--- config.mk ---
export PLATFORM = sky130hd
export DESIGN_NAME = refsel_mode_ctrl
export DESIGN_NICKNAME = d
export VERILOG_FILES = /design/src/rtl/refsel_pkg.sv /design/src/rtl/refsel_arbiter.sv /design/src/rtl/refsel_lock_qual.sv /design/src/rtl/refsel_mode_fsm.sv /design/src/rtl/refsel_mode_ctrl.sv
export SDC_FILE = /design/constraint.sdc
export NUM_CORES = 1
export LEC_CHECK = 0
export BUFFER_PORTS_ARGS = -buffer_cell sky130_fd_sc_hd__buf_2
export CORE_MARGIN = 4
export CORE_UTILIZATION = 53
export CTS_CLUSTER_SIZE = 14
export DETAILED_ROUTE_END_ITERATION = 10
export PLACE_DENSITY = 0.81
export SLEW_MARGIN = 20
export SYNTH_ARGS = -nofsm -noshare
export SYNTH_HDL_FRONTEND = slang
export SYNTH_SLANG_ARGS = --single-unit
--- constraint.sdc ---
create_clock -name clk -period 3.8 [get_ports clk]
set_input_delay 0 -clock clk [delete_from_list [all_inputs] [get_ports clk]]
set_output_delay 0 -clock clk [all_outputs]
set_load 0.02 [all_outputs]
--- src/rtl/refsel_pkg.sv ---
package refsel_pkg;

  typedef enum logic [1:0] {
    MODE_FREE   = 2'd0,
    MODE_LOCKED = 2'd1,
    MODE_HOLD   = 2'd2,
    MODE_ACQ    = 2'd3
  } mode_e;

  // True when one more lock cycle on top of 'count' meets the required run.
  function automatic logic lock_reached(input int unsigned count, input int unsigned len);
    return (count + 1) >= len;
  endfunction

  // True when priority 'a' beats the current best 'b' (strictly smaller, non-zero).
  function automatic logic prio_better(input int unsigned a, input int unsigned b, input logic have_best);
    return (a != 0) && (!have_best || a < b);
  endfunction

endpackage

--- src/rtl/refsel_arbiter.sv ---
module refsel_arbiter #(
  parameter int N_REF  = 4,
  parameter int PRIO_W = 4,
  localparam int IDX_W = (N_REF > 1) ? $clog2(N_REF) : 1
) (
  input  logic [N_REF-1:0]        ref_good,
  input  logic [N_REF*PRIO_W-1:0] prio_tbl,
  output logic [IDX_W-1:0]        best_idx,
  output logic                    best_valid
);
  import refsel_pkg::*;

  logic [N_REF-1:0] elig;

  for (genvar g = 0; g < N_REF; g++) begin : g_elig
    assign elig[g] = ref_good[g] && (prio_tbl[g*PRIO_W +: PRIO_W] != '0);
  end

  // Ascending scan with a strict compare keeps ties on the lower index.
  always_comb begin
    logic [PRIO_W-1:0] best_p;
    best_p     = '0;
    best_idx   = '0;
    best_valid = 1'b0;
    for (int i = 0; i < N_REF; i++) begin
      if (elig[i] && prio_better(32'(prio_tbl[i*PRIO_W +: PRIO_W]), 32'(best_p), best_valid)) begin
        best_p     = prio_tbl[i*PRIO_W +: PRIO_W];
        best_idx   = IDX_W'(i);
        best_valid = 1'b1;
      end
    end
  end

endmodule

--- src/rtl/refsel_lock_qual.sv ---
module refsel_lock_qual #(
  parameter int CNT_W = 8
) (
  input  logic             clk,
  input  logic             rst_n,
  input  logic             run,
  input  logic             lock_ind,
  input  logic [CNT_W-1:0] lock_len,
  output logic             done
);
  import refsel_pkg::*;

  logic [CNT_W-1:0] cnt;

  assign done = run && lock_ind && lock_reached(32'(cnt), 32'(lock_len));

  always_ff @(posedge clk or negedge rst_n) begin
    if (!rst_n) begin
      cnt <= '0;
    end else if (!run || !lock_ind) begin
      cnt <= '0;
    end else if (!done && cnt != '1) begin
      cnt <= cnt + 1'b1;
    end
  end

endmodule

--- src/rtl/refsel_mode_fsm.sv ---
module refsel_mode_fsm (
  input  logic       clk,
  input  logic       rst_n,
  input  logic       sel_valid,
  input  logic       lock_done,
  input  logic       force_en,
  input  logic [1:0] force_mode,
  output refsel_pkg::mode_e mode,
  output logic       enter_hold,
  output logic       freeze
);
  import refsel_pkg::*;

  mode_e nxt;
  logic  had_lock;

  always_comb begin
    nxt = mode;
    if (force_en) begin
      nxt = mode_e'(force_mode);
    end else begin
      unique case (mode)
        MODE_FREE:   if (sel_valid) nxt = MODE_ACQ;
        MODE_ACQ: begin
          if (!sel_valid)     nxt = had_lock ? MODE_HOLD : MODE_FREE;
          else if (lock_done) nxt = MODE_LOCKED;
        end
        MODE_LOCKED: if (!sel_valid) nxt = MODE_HOLD;
        MODE_HOLD:   if (sel_valid) nxt = MODE_ACQ;
        default:     nxt = MODE_FREE;
      endcase
    end
  end

  assign enter_hold = (nxt == MODE_HOLD) && (mode != MODE_HOLD);

  always_ff @(posedge clk or negedge rst_n) begin
    if (!rst_n) begin
      mode     <= MODE_FREE;
      had_lock <= 1'b0;
      freeze   <= 1'b0;
    end else begin
      mode   <= nxt;
      freeze <= enter_hold;
      if (force_en && mode_e'(force_mode) == MODE_FREE) had_lock <= 1'b0;
      else if (nxt == MODE_LOCKED)                      had_lock <= 1'b1;
    end
  end

endmodule

--- src/rtl/refsel_mode_ctrl.sv ---
module refsel_mode_ctrl #(
  parameter int N_REF  = 4,
  parameter int PRIO_W = 4,
  parameter int CNT_W  = 8,
  localparam int IDX_W = (N_REF > 1) ? $clog2(N_REF) : 1
) (
  input  logic                    clk,
  input  logic                    rst_n,
  input  logic [N_REF-1:0]        ref_good,
  input  logic [N_REF*PRIO_W-1:0] prio_tbl,
  input  logic [CNT_W-1:0]        lock_len,
  input  logic                    lock_ind,
  input  logic                    force_en,
  input  logic [1:0]              force_mode,
  input  logic                    flag_clr,
  output logic [IDX_W-1:0]        sel_idx,
  output logic                    sel_valid,
  output logic [1:0]              mode,
  output logic                    freeze,
  output logic                    switch_flag
);
  import refsel_pkg::*;

  logic [IDX_W-1:0] best_idx;
  logic             best_valid;
  logic             sel_change;
  logic             lock_done;
  logic             enter_hold;
  logic             acq_run;
  mode_e            mode_q;

  refsel_arbiter #(.N_REF(N_REF), .PRIO_W(PRIO_W)) u_arb (
    .ref_good   (ref_good),
    .prio_tbl   (prio_tbl),
    .best_idx   (best_idx),
    .best_valid (best_valid)
  );

  assign sel_change = best_valid && (!sel_valid || best_idx != sel_idx);

  always_ff @(posedge clk or negedge rst_n) begin
    if (!rst_n) begin
      sel_idx     <= '0;
      sel_valid   <= 1'b0;
      switch_flag <= 1'b0;
    end else begin
      sel_valid <= best_valid;
      if (best_valid) sel_idx <= best_idx;
      if (sel_change)    switch_flag <= 1'b1;
      else if (flag_clr) switch_flag <= 1'b0;
    end
  end

  assign acq_run = (mode_q == MODE_ACQ) && sel_valid;

  refsel_lock_qual #(.CNT_W(CNT_W)) u_lock (
    .clk      (clk),
    .rst_n    (rst_n),
    .run      (acq_run),
    .lock_ind (lock_ind),
    .lock_len (lock_len),
    .done     (lock_done)
  );

  refsel_mode_fsm u_fsm (
    .clk        (clk),
    .rst_n      (rst_n),
    .sel_valid  (sel_valid),
    .lock_done  (lock_done),
    .force_en   (force_en),
    .force_mode (force_mode),
    .mode       (mode_q),
    .enter_hold (enter_hold),
    .freeze     (freeze)
  );

  assign mode = mode_q;

endmodule

# After elaboration in Yosys (flattened, before gate mapping)
# Cells that the tools add are included.
# Widths: inputs -> output; s select.
# classes
add_sub_neg,2
magnitude_cmp,4
eq_ne,8
mux,23
reduce_logical,40
# ops
operator,count
$ge 32x8->1,1
$logic_and 1x1->1,18
$mux 2,8
$mux 8,2
$reduce_bool 4->1,4
$lt 4x4->1,3
$mux 4,3
$add 8x1->9 const B,1
$mux 1,9
$add 8x1->8 const B,1
$ne 8x8->1 const B,1
$logic_not 1->1,7
$eq 2x2->1 const B,3
$pmux 2 s3,1
$reduce_bool 2->1,3
$logic_or 1x1->1,5
$eq 2x1->1 const B,2
$logic_not 2->1,2
$ne 2x2->1,1
$ne 2x2->1 const B,1
$reduce_or 2->1,1
# word_totals
reg_bits,16
output_inout_bits,7

# Longest topological paths before layout
# Gate-level depths: netlist (run 1).
# logic_depth
depth_word,23
depth_mapped,23
depth_no_buf,22

# By module
# Synthesis (run 1) repeated with hierarchy kept, for this count alone.
# hier_totals
hier_cells,179
hier_area_um2,1601.5
# by_module_without_submodules
module,n_inst,cells_each,area_per_inst_um2,seq_area_each_um2
refsel_lock_qual,1,81,698.2,200.2
refsel_arbiter,1,67,513.0,0.0
refsel_mode_fsm,1,18,214.0,100.1
refsel_mode_ctrl,1,13,176.4,100.1

# Worst setup path after synthesis (run 1)
# Ideal clock, no wire load.
# synth_path
path_kind,in2reg
from,input port ref_good[0]
to,register switch_flag
setup_time_ns,0.120
arrival_ns,3.685
required_time_ns,3.680
path_slack_ns,-0.006
cell_stages,22
path_buffers,1
cell_sequence,nand2_1 ha_1 o211ai_1 o21ai_0 a21oi_2 nor2_1 a21oi_1 ha_1 a21oi_1 nor2b_1 or4_1 a21oi_1 or2_1 buf_2 a21oi_1 ha_1 o21ai_0 nand2b_1 nand4_1 o221ai_1 o221ai_1 a31o_2
# synth_via
elab_chain_cells,22
word_cells_on_any_way,32
classes_between,order compare: 3; eq/ne: 1; mux: 11; reduce/logical: 17
# synth_lines
item,line,rtl
from (decl),refsel_mode_ctrl.sv:9,"input logic [N_REF-1:0] ref_good,"
$logic_and 1x1->1 (*),refsel_arbiter.sv:16,assign elig[g] = ref_good[g] && (prio_tbl[g*PRIO_W +: PRIO_W] != '0);
$logic_and 1x1->1 (*),refsel_arbiter.sv:26,"if (elig[i] && prio_better(32'(prio_tbl[i*PRIO_W +: PRIO_W]), 32'(best_p), best_valid)) begin"
$mux 4 / $mux 1 (equally long branches),refsel_arbiter.sv:26,
$lt 4x4->1 / $logic_not 1->1 (equally long branches),refsel_pkg.sv:17,return (a != 0) && (!have_best || a < b);
$logic_or 1x1->1,refsel_pkg.sv:17,
$logic_and 1x1->1,refsel_pkg.sv:17,
$logic_and 1x1->1,refsel_arbiter.sv:26,
$mux 4 / $mux 1 (equally long branches),refsel_arbiter.sv:26,
[6 not listed],-,
$logic_or 1x1->1,refsel_pkg.sv:17,
$logic_and 1x1->1,refsel_pkg.sv:17,
$logic_and 1x1->1,refsel_arbiter.sv:26,
$mux 2,refsel_arbiter.sv:26,
$ne 2x2->1,refsel_mode_ctrl.sv:39,assign sel_change = best_valid && (!sel_valid || best_idx != sel_idx);
$logic_or 1x1->1,refsel_mode_ctrl.sv:39,
$logic_and 1x1->1 (*),refsel_mode_ctrl.sv:39,
$mux 1 / $reduce_bool 2->1 (equally long branches),-,
to (signal assigned),refsel_mode_ctrl.sv:45,switch_flag <= 1'b0;
to (signal assigned),refsel_mode_ctrl.sv:49,if (sel_change) switch_flag <= 1'b1;
to (signal assigned),refsel_mode_ctrl.sv:50,else if (flag_clr) switch_flag <= 1'b0;
to (decl),refsel_mode_ctrl.sv:20,output logic switch_flag
# Every way passes the cells marked *; elsewhere a longest branch is shown, timed or not.
# A chain may end at the register's enable or synchronous reset.

# Final worst setup path (run 1)
# Same ends and word-level chain as after synthesis.

==> impl_metrics.yaml, run 1 <==
status:
  status: "completed"
detailed_routing:
  ant_nets: 0
  drc: 0
  detail_route.wl_per_cell_um: 13.42
  drt-pass1-iter-count: 4
  drt-total-wl_mm: 3.825
  vias: 1627
  vias_per_cell: 5.709
  drt-initial-drc-count: 50
global_routing:
  grt_pass1_wl_mm: 6.106
  antenna_found_initial: 0
  grt_overflow: 0
  grt_pass1_vias: 1480
  grtUsageTotal_pct: 21.07
  grt_max_degree: 17
critical_path:
  path_max_fanout: 6
  r2r_slack_ns: 0.33
  worstReg2RegStart: "u_lock.cnt[0]"
  startpoint: "ref_good[0]"
  path_cells: "buf_2, nand2_1, ha_2, nor4bb_2, o21ai_2, a21oi_2, buf_4, nor2_1, a21oi_2, ha_1, nor2b_1, or4_4, o21ai_1, or2_4, nor2_1, a21oi_1, ha_2, o21ai_1, nand2b_1, nand4_1, o221ai_2, buf_4, a31o_2"
  critPathLaunchType: "input pin"
  worst-path-buf-inv: 3
  critical-path-slowest-cell: "or4_4"
  worstPathArrival_ns: 3.76
  slowest_delay_ns: 0.48
  path_delay_family: "simple AND/OR/NAND/NOR gates"
  end_kind: "register"
  crit_cells: 23
  cp-endpoint: "switch_flag"
  r2r_end: "u_fsm.mode[1]"
  worst_ep_required_time_ns: 3.98
  reg2regPathDepth: 12
  critical_path_class: "in2reg"
floorplan:
  die_area_mm2: 0.003849
  core_mm2: 0.002781
  fp.dieH_um: 62.04
  num_rows: 19
  die_x_um: 62.04
  io_pins: 42
  start_util_pct: 55.65
final_layout:
  layout_commonest_cell: "buf_2"
  fin_area_mm2: 0.002138
  final_cells: 285
  multi_input_area_mm2: 0.001156
  fin_nets: 308
  area_growth_pct: 38.16
  layout_common_cells: "buf_2, buf_4, nor2_1"
  diodes: 0
  drive_gt1_share_pct: 39.37
  register_area_um2: 400.4
  final_core_util_pct: 76.88
  fillCellCount: 193
min_path:
  min_path_cells: 4
  holdCritPathClass: "in2reg"
clock_tree:
  path_clk_slew_ns: 0.09
  cts_inserted_buffers: 3
  cts.htree.levels: 1
  clk_path_buf_depth: 2
  clockRootBuffer: "clkbuf_4"
  clk_latency_ns: 0.28
  cts_tree: "built"
  cts_sinks: 16
timing:
  skew_ns: 0.001624
  setup_ws_ns: 0.2150
  hold_slack_ns: 0.1255
  max_freq_mhz: 278.9
  fin_setup_tns_ns: 0
  post-route-min-period_ns: 3.585
  tightest_slew_ns: 0.6528
  hold_viol: 0
  slew_violations: 0
  finalSetupViolations: 0
  slew_headroom_pct: 55.91
  fin_crit_sh_pct: 94.34
power_and_ir_drop:
  power_uw: 547.5
  power.switching_uw: 187.2
  leakage_nw: 1.094
  pwr-share-comb_pct: 43.9
  p_seq_share_pct: 36.1
  clock_power_share_pct: 20.0
  p_int_uw: 360.3
  swShare_pct: 34.19
  powerDensity_mw_per_mm2: 256.0
  max-vdd-ir-drop_v: 0.0003357
flow_run:
  drv_cap: 0
synthesis:
  synth_nets: 232
  seq_area_frac_synth_pct: 25.87
  synthArstFlopShare_pct: 100.0
  synth_warnings: 0
  syn_inst: 179
  synthesis.area_mm2: 0.001548
  ys_seq_elements: 16
  avgSynthCellArea_um2: 8.647
  ys.flop_type: "dfrtp_1"
  yosysUniqueCellTypes: 45
  synth-edff-count: 0
place:
  hpwl_mm: 3.015
  gp_congestion: 0.8794
  port_buffers: 41
  dpl_cell_area_mm2: 0.001947
  dpl.cell_count: 270
  pre_cts_ws_ns: -0.3680
[cells by family (layout without fill, tap and decap cells)]
group           Yosys count  in the layout  synth area share (%)
simple gates             63             63                 20.86
compound gates           52             52                 26.27
fa+ha+maj                18             18                 14.55
flops                    16             16                 25.87
buf+inv                  15             90                 3.718
xor+xnor                 13             13                 7.357
mux                       2              2                 1.374
[worst min path at each step]
stage | from | to
CTS | flag_clr | switch_flag
global route | flag_clr | switch_flag
global placement | rst_n | u_lock.cnt[7]
floorplan | rst_n | sel_idx[0]
finish | flag_clr | switch_flag
detailed placement | rst_n | u_lock.cnt[7]
[worst reg2reg max path, cell delays in order, from the launching register on]
cell and delay [ns]:
dfrtp_1 0.43, and3_2 0.25, and3_1 0.22, and3_1 0.21, xor2_1 0.15, ha_1 0.33, nand4_1 0.13, nor2_1 0.06
a311o_2 0.37, a21oi_4 0.26, a21oi_2 0.11, o31ai_2 0.29, dlygate4sd3_1 0.60
[synthesized netlist by cell type (all sizes together), types with 3 or more instances]
| master | count | share of area, % |
|---|---|---|
| nor2 | 20 | 4.9 |
| o41ai | 3 | 2.7 |
| and3 | 6 | 3.2 |
| xor2 | 13 | 7.4 |
| nand4 | 4 | 1.6 |
| inv | 13 | 3.2 |
| ha | 18 | 15 |
| nand2 | 12 | 2.9 |
| a21o | 4 | 2.0 |
| o41a | 3 | 2.2 |
| o221ai | 3 | 1.7 |
| nand3 | 10 | 3.2 |
| a21oi | 16 | 6.4 |
| dfrtp | 16 | 26 |
| o211ai | 3 | 1.5 |
| o21ai | 6 | 1.9 |
[area by class of cell]
class	instances	area share (%)
clock buffers	4	1.697
inverters	13	2.282
multi-input cells	148	54.07
flip-flops and latches	16	18.72
well taps	31	1.814
repair buffers	73	21.42
[flip-flops by register name, summed over array words and instances (netlist names)]
| name | cells |
|---|---|
| u_lock.cnt | 8 |
| sel_idx | 2 |
| u_fsm.mode | 2 |
| sel_valid | 1 |
| switch_flag | 1 |
| u_fsm.freeze | 1 |
| u_fsm.had_lock | 1 |
[routing by layer]
layer | wire length, um | track usage [%]
met3 | 202 | 4.752
met2 | 1988 | 35.95
met1 | 1622 | 26.92
met4 | 12 | 5.152
met5 | 0 | 0
[power groups by stage]
| stage | logic (mW) | registers [mW] | clock network (mW) |
|---|---|---|---|
| after floorplan | 0.108 | 0.212 | 0 |
| after global placement | 0.203 | 0.200 | 0 |
| after detailed placement | 0.208 | 0.200 | 0 |
| after CTS | 0.220 | 0.197 | 0.112 |
| after global routing | 0.267 | 0.199 | 0.120 |
| final | 0.241 | 0.198 | 0.109 |
[what timing repair did]
item | 4_1_cts | 5_1_grt
buffers inserted | 3 | 3
endpoints found under the setup margin | 1 | 3
hold buffers | 5 | 0
pin swaps | 4 | 6
gates resized for setup | 1 | 15
hold endpoints to repair | 19 | 0
(Power assumes the default switching activity.)
==> run 2, diff against run 1 <==
- CORE_UTILIZATION: 53 -> 55
- PLACE_DENSITY: 0.81 -> 0.83
- clock period: 3.8 -> 4.3 ns (I/O delays scaled with it)
==> run 2 against run 1 <==
Clock skew is 0.0011 ns higher. Cell count fell by 9.5%. Global-route usage is 0.33 points lower. Flip-flop and latch count stayed put. Clock power decreased by 12%. Largest cell class unchanged. Largest power group is now registers.
==> impl_metrics.yaml, run 2 (synthesis gave the netlist of run 1 again) <==
status:
  status: "completed"
final_layout:
  layout_commonest_cell: "buf_2"
  final_core_util_pct: 72.71
  area_growth_pct: 21.67
  drive_gt1_share_pct: 28.95
  top_regs: "u_lock.cnt (8), sel_idx (2), u_fsm.mode (2)"
  regMostFlops: "u_lock.cnt"
  largest_reg_flops: 8
  layout_common_cells: "buf_2, nor2_1, ha_1"
  final_cells: 258
  diodes: 0
  fin_nets: 282
  fin_area_mm2: 0.001883
timing:
  setup_ws_ns: 0.3399
  slew_violations: 0
  skew_ns: 0.002731
  hold_viol: 0
  slew_headroom_pct: 62.25
  post-route-min-period_ns: 3.960
  tightest_slew_ns: 0.5589
  max_freq_mhz: 252.5
  finalSetupViolations: 0
  fin_crit_sh_pct: 92.10
clock_tree:
  clk_latency_ns: 0.28
  clockRootBuffer: "clkbuf_4"
  cts.htree.levels: 1
  clk_path_buf_depth: 2
  cts_sinks: 16
  cts_inserted_buffers: 3
  path_clk_slew_ns: 0.09
  cts_tree: "built"
critical_path:
  critPathLaunchType: "input pin"
  path_max_fanout: 7
  critical-path-slowest-cell: "or4_1"
  end_kind: "register"
  worst-path-buf-inv: 1
  worst_ep_required_time_ns: 4.48
  critical_path_class: "in2reg"
  path_delay_family: "compound AO/OA/AOI/OAI gates"
  path_cells: "buf_2, nand2_1, ha_1, o211ai_1, o21ai_0, a21oi_2, nor2_1, a21oi_1, ha_1, nor2b_1, or4_1, o21ai_0, or2_4, nor2_1, a21oi_1, ha_1, o21ai_0, nand2b_1, nand4_1, o221ai_2, o221ai_1, a31o_2"
  r2r_slack_ns: 1.28
  worstPathArrival_ns: 4.14
  slowest_delay_ns: 0.51
power_and_ir_drop:
  leakage_nw: 0.9670
  p_seq_share_pct: 39.3
  p_int_uw: 289.4
  pwr-share-comb_pct: 39.1
  power.switching_uw: 156.2
  swShare_pct: 35.06
  clock_power_share_pct: 21.6
  max-vdd-ir-drop_v: 0.0002529
  powerDensity_mw_per_mm2: 236.7
  power_uw: 445.7
global_routing:
  grt_use_met1_pct: 24.01
  grt_pass1_wl_mm: 5.975
  top_usage_layer: "met2"
  met2_usage_pct: 37.76
  grtUsageTotal_pct: 20.74
  grt_max_degree: 17
  antenna_found_initial: 0
  grt_overflow: 0
  grt_pass1_vias: 1510
  grtUsageMet3_pct: 4.403
flow_run:
  drv_cap: 0
detailed_routing:
  vias: 1543
  detail_route.wl_per_cell_um: 14.41
  ant_nets: 0
  drt-pass1-iter-count: 4
  drt-initial-drc-count: 35
  drt-total-wl_mm: 3.717
  drc: 0
  vias_per_cell: 5.981
floorplan:
  io_pins: 42
  core_mm2: 0.002590
  die_area_mm2: 0.003726
  start_util_pct: 59.76
  fp.dieH_um: 61.05
  num_rows: 18
  die_x_um: 61.05
place:
  dpl_cell_area_mm2: 0.001789
  hpwl_mm: 2.980
  gp_congestion: 0.8632
  port_buffers: 41
  pre_cts_ws_ns: -0.1419
  dpl.cell_count: 249
min_path:
  holdCritPathClass: "in2reg"
-- run 2: cell types whose count changed in the layout (fill, tap and decap cells not counted), moves of 2 or more --
cell           before  now
a21oi_2             6    3
a21oi_1             8   12
o21ai_1             2    0
buf_4              27    3
dlygate4sd3_1       5    3
o21ai_0             3    6
ha_1               15   18
ha_2                2    0
-- run 2: final timing paths --
| kind | from | to | cells after the start |
|---|---|---|---|
| worst max-delay path | ref_good[0] | switch_flag | 22 |
| worst min-delay path | force_mode[0] | u_fsm.mode[0] | 2 |
| worst max register to register | u_lock.cnt[0] | u_fsm.freeze | 12 |
| worst min register to register | u_lock.cnt[1] | u_lock.cnt[1] | 2 |
| max in group asynchronous | rst_n | sel_idx[0] | 2 |
| min in group asynchronous | rst_n | u_lock.cnt[7] | 2 |
-- run 2: power by group through the flow --
| stage | clock [mW] | combinational, mW | sequential [mW] |
|---|---|---|---|
| after global placement | 0 | 0.156 | 0.177 |
| after floorplan | 0 | 0.0937 | 0.187 |
| after CTS | 0.0989 | 0.167 | 0.175 |
| final | 0.0961 | 0.174 | 0.175 |
| after global routing | 0.105 | 0.196 | 0.177 |
| after detailed placement | 0 | 0.165 | 0.177 |
-- run 2: final cells by class --
type	instances	area, um^2
clock buffers	4	36.28
fillers	209	706.9
flip-flops and latches	16	400.4
repair buffers	47	257.7
inverters	13	48.80
multi-input cells	148	1102
well taps	30	37.54
-- run 2: routing by layer --
| metal | up-vias | share of wire (%) |
|---|---|---|
| met4 | 0 | 2.2 |
| li1 | 764 | - |
| met1 | 717 | 41 |
| met3 | 12 | 5.6 |
| met2 | 50 | 52 |
| met5 | - | 0 |
-- run 2: repair_timing --
action | in CTS | in global routing
setup buffers | 0 | 2
endpoints found under the setup margin | 0 | 2
resized for setup | 0 | 3
hold buffers | 3 | 0
hold endpoints to repair | 18 | 0
-- run 2: stage by stage --
step	hold WS [ns]	TNS, ns
global route	0.0009815	-0.05988
detailed placement	-0.07860	-0.1419
floorplan	-0.2956	0
finish	0.007543	0
global placement	-0.08205	0
CTS	0.002229	0
==> run 3, diff against run 2 <==
- CELL_PAD_IN_SITES_DETAIL_PLACEMENT: default -> 1
- CELL_PAD_IN_SITES_GLOBAL_PLACEMENT: default -> 1
- CORE_UTILIZATION: 55 -> 42
- PLACE_DENSITY: 0.83 -> default
- PLACE_DENSITY_LB_ADDON: default -> 0.1
==> run 3 against run 2 <==
Worst hold slack gained 0.0039 ns. Cell count grew 5.0%. Non-clock buffer count shrank 2. Critical path type unchanged. Largest cell class unchanged.
==> impl_metrics.yaml, run 3 (synthesis gave the netlist of run 1 again) <==
clock_tree:
  clk_latency_ns: 0.24
  cts_inserted_buffers: 3
  cts.htree.levels: 1
  clockRootBuffer: "clkbuf_8"
  cts_tree: "built"
  clk_path_buf_depth: 2
  path_clk_slew_ns: 0.06
  cts_sinks: 16
timing:
  fin_setup_tns_ns: 0
  slew_violations: 0
  rsz0062_at_grt: "false"
  skew_ns: 0.0007067
  hold_viol: 0
  tightest_slew_ns: 0.5645
  fin_crit_sh_pct: 91.15
  finalSetupViolations: 0
  slew_headroom_pct: 61.95
  post-route-min-period_ns: 3.919
  max_freq_mhz: 255.1
floorplan:
  die_x_um: 68.71
  start_util_pct: 44.97
  die_area_mm2: 0.004720
  core_mm2: 0.003442
  io_pins: 42
  num_rows: 21
  fp.dieH_um: 68.71
critical_path:
  critical_path_class: "in2reg"
  critPathLaunchType: "input pin"
  worstPathArrival_ns: 4.06
  reg2regPathDepth: 12
  end_kind: "register"
  worst_ep_required_time_ns: 4.44
  path_max_fanout: 7
global_routing:
  grt_pass1_vias: 1634
  grtUsageTotal_pct: 19.42
  grt_pass1_wl_mm: 7.120
  grt_overflow: 0
  antenna_found_initial: 0
  grt_max_degree: 17
min_path:
  holdCritPathClass: "in2reg"
  min_path_cells: 3
detailed_routing:
  vias: 1543
  drt-total-wl_mm: 4.238
  drt-initial-drc-count: 36
  detail_route.wl_per_cell_um: 15.64
  drt-pass1-iter-count: 4
  vias_per_cell: 5.694
  drc: 0
  ant_nets: 0
power_and_ir_drop:
  max-vdd-ir-drop_v: 0.0001865
  leakage_nw: 0.9607
  powerDensity_mw_per_mm2: 244.6
final_layout:
  final_core_util_pct: 55.11
  register_area_um2: 400.4
  layout_commonest_cell: "buf_2"
  diodes: 0
  area_growth_pct: 22.55
  drive_gt1_share_pct: 29.33
  largest_reg_flops: 8
  layout_common_cells: "buf_2, nor2_1, ha_1"
  top_regs: "u_lock.cnt (8), sel_idx (2), u_fsm.mode (2)"
  fin_nets: 280
  fillCellCount: 442
  regMostFlops: "u_lock.cnt"
  multi_input_area_mm2: 0.001111
place:
  hpwl_mm: 3.496
  port_buffers: 41
  gp_congestion: 0.8405
status:
  status: "completed"
flow_run:
  drv_cap: 0
==> run 3: cell count changes in the layout (fill, tap and decap cells not counted), sizes merged <==
cell,before,now
dlygate4sd3,3,1
clkbuf,4,3
==> run 3: routing by layer <==
metal	vias to the layer above	global-route usage, %	share of wire, %
met4	0	4.380	1.2
met3	7	1.459	3.5
met1	745	24.20	43
met2	33	36.11	52
met5	-	0	0
li1	758	-	-
==> run 3: path summary, 6_finish.rpt <==
kind	from	endpoint	slack (ns)
setup / recovery	ref_good[0]	switch_flag	0.38
hold / removal	force_mode[1]	u_fsm.mode[1]	0.01
setup reg to reg	u_lock.cnt[0]	u_fsm.freeze	1.28
hold reg to reg	u_lock.cnt[1]	u_lock.cnt[1]	0.56
max in group asynchronous	rst_n	u_lock.cnt[5]	3.86
min in group asynchronous	rst_n	u_fsm.had_lock	0.19
==> run 3: what timing repair did <==
item	in CTS	in global routing
endpoints found under the hold margin	16	0
endpoints found under the setup margin	0	3
setup buffers	0	1
hold buffers	1	0
resized for setup	0	6
==> run 3: power breakdown <==
| part | internal (mW) | leakage (nW) | switching, mW |
|---|---|---|---|
| clock network | 0.0620 | 0.0216 | 0.0479 |
| logic | 0.0763 | 0.739 | 0.102 |
| registers | 0.163 | 0.200 | 0.0131 |
==> run 3: stage by stage <==
stage               std cells  area (um^2)  worst slack, ns  total power, mW  hold slack (ns)
global placement          266         1817           0.1348           0.3385         -0.07782
detailed placement        266         1817          -0.2029           0.3494         -0.07087
CTS                       270         1868          0.05000           0.4622         0.008003
finish                    271         1897           0.3805           0.4640          0.01148
global route              271         1897          0.02231           0.4980          0.02790
floorplan                 179         1548           0.4945           0.2809          -0.2956
==> run 3: final cells by class <==
cell class	instances	area share (%)
Tap cell	46	3.034
Timing Repair Buffer	45	12.53
Clock buffer	3	2.177
Multi-Input combinational cell	148	58.58
Inverter	13	2.573
Sequential cell	16	21.11
==> run 3: critical path: stages <==
cell and delay (ns):
buf_2 0.15, nand2_1 0.10, ha_1 0.20, nor4bb_1 0.26
o21ai_1 0.19, a21oi_4 0.28, nor2_1 0.09, a21oi_2 0.15
ha_1 0.28, a21oi_1 0.17, nor2b_1 0.09, or4_1 0.53
o21ai_0 0.11, or2_4 0.17, a21oi_1 0.07, ha_1 0.29
o21ai_0 0.08, nand2b_1 0.09, nand4_1 0.09, o221ai_1 0.25
o221ai_1 0.18, a31o_2 0.23
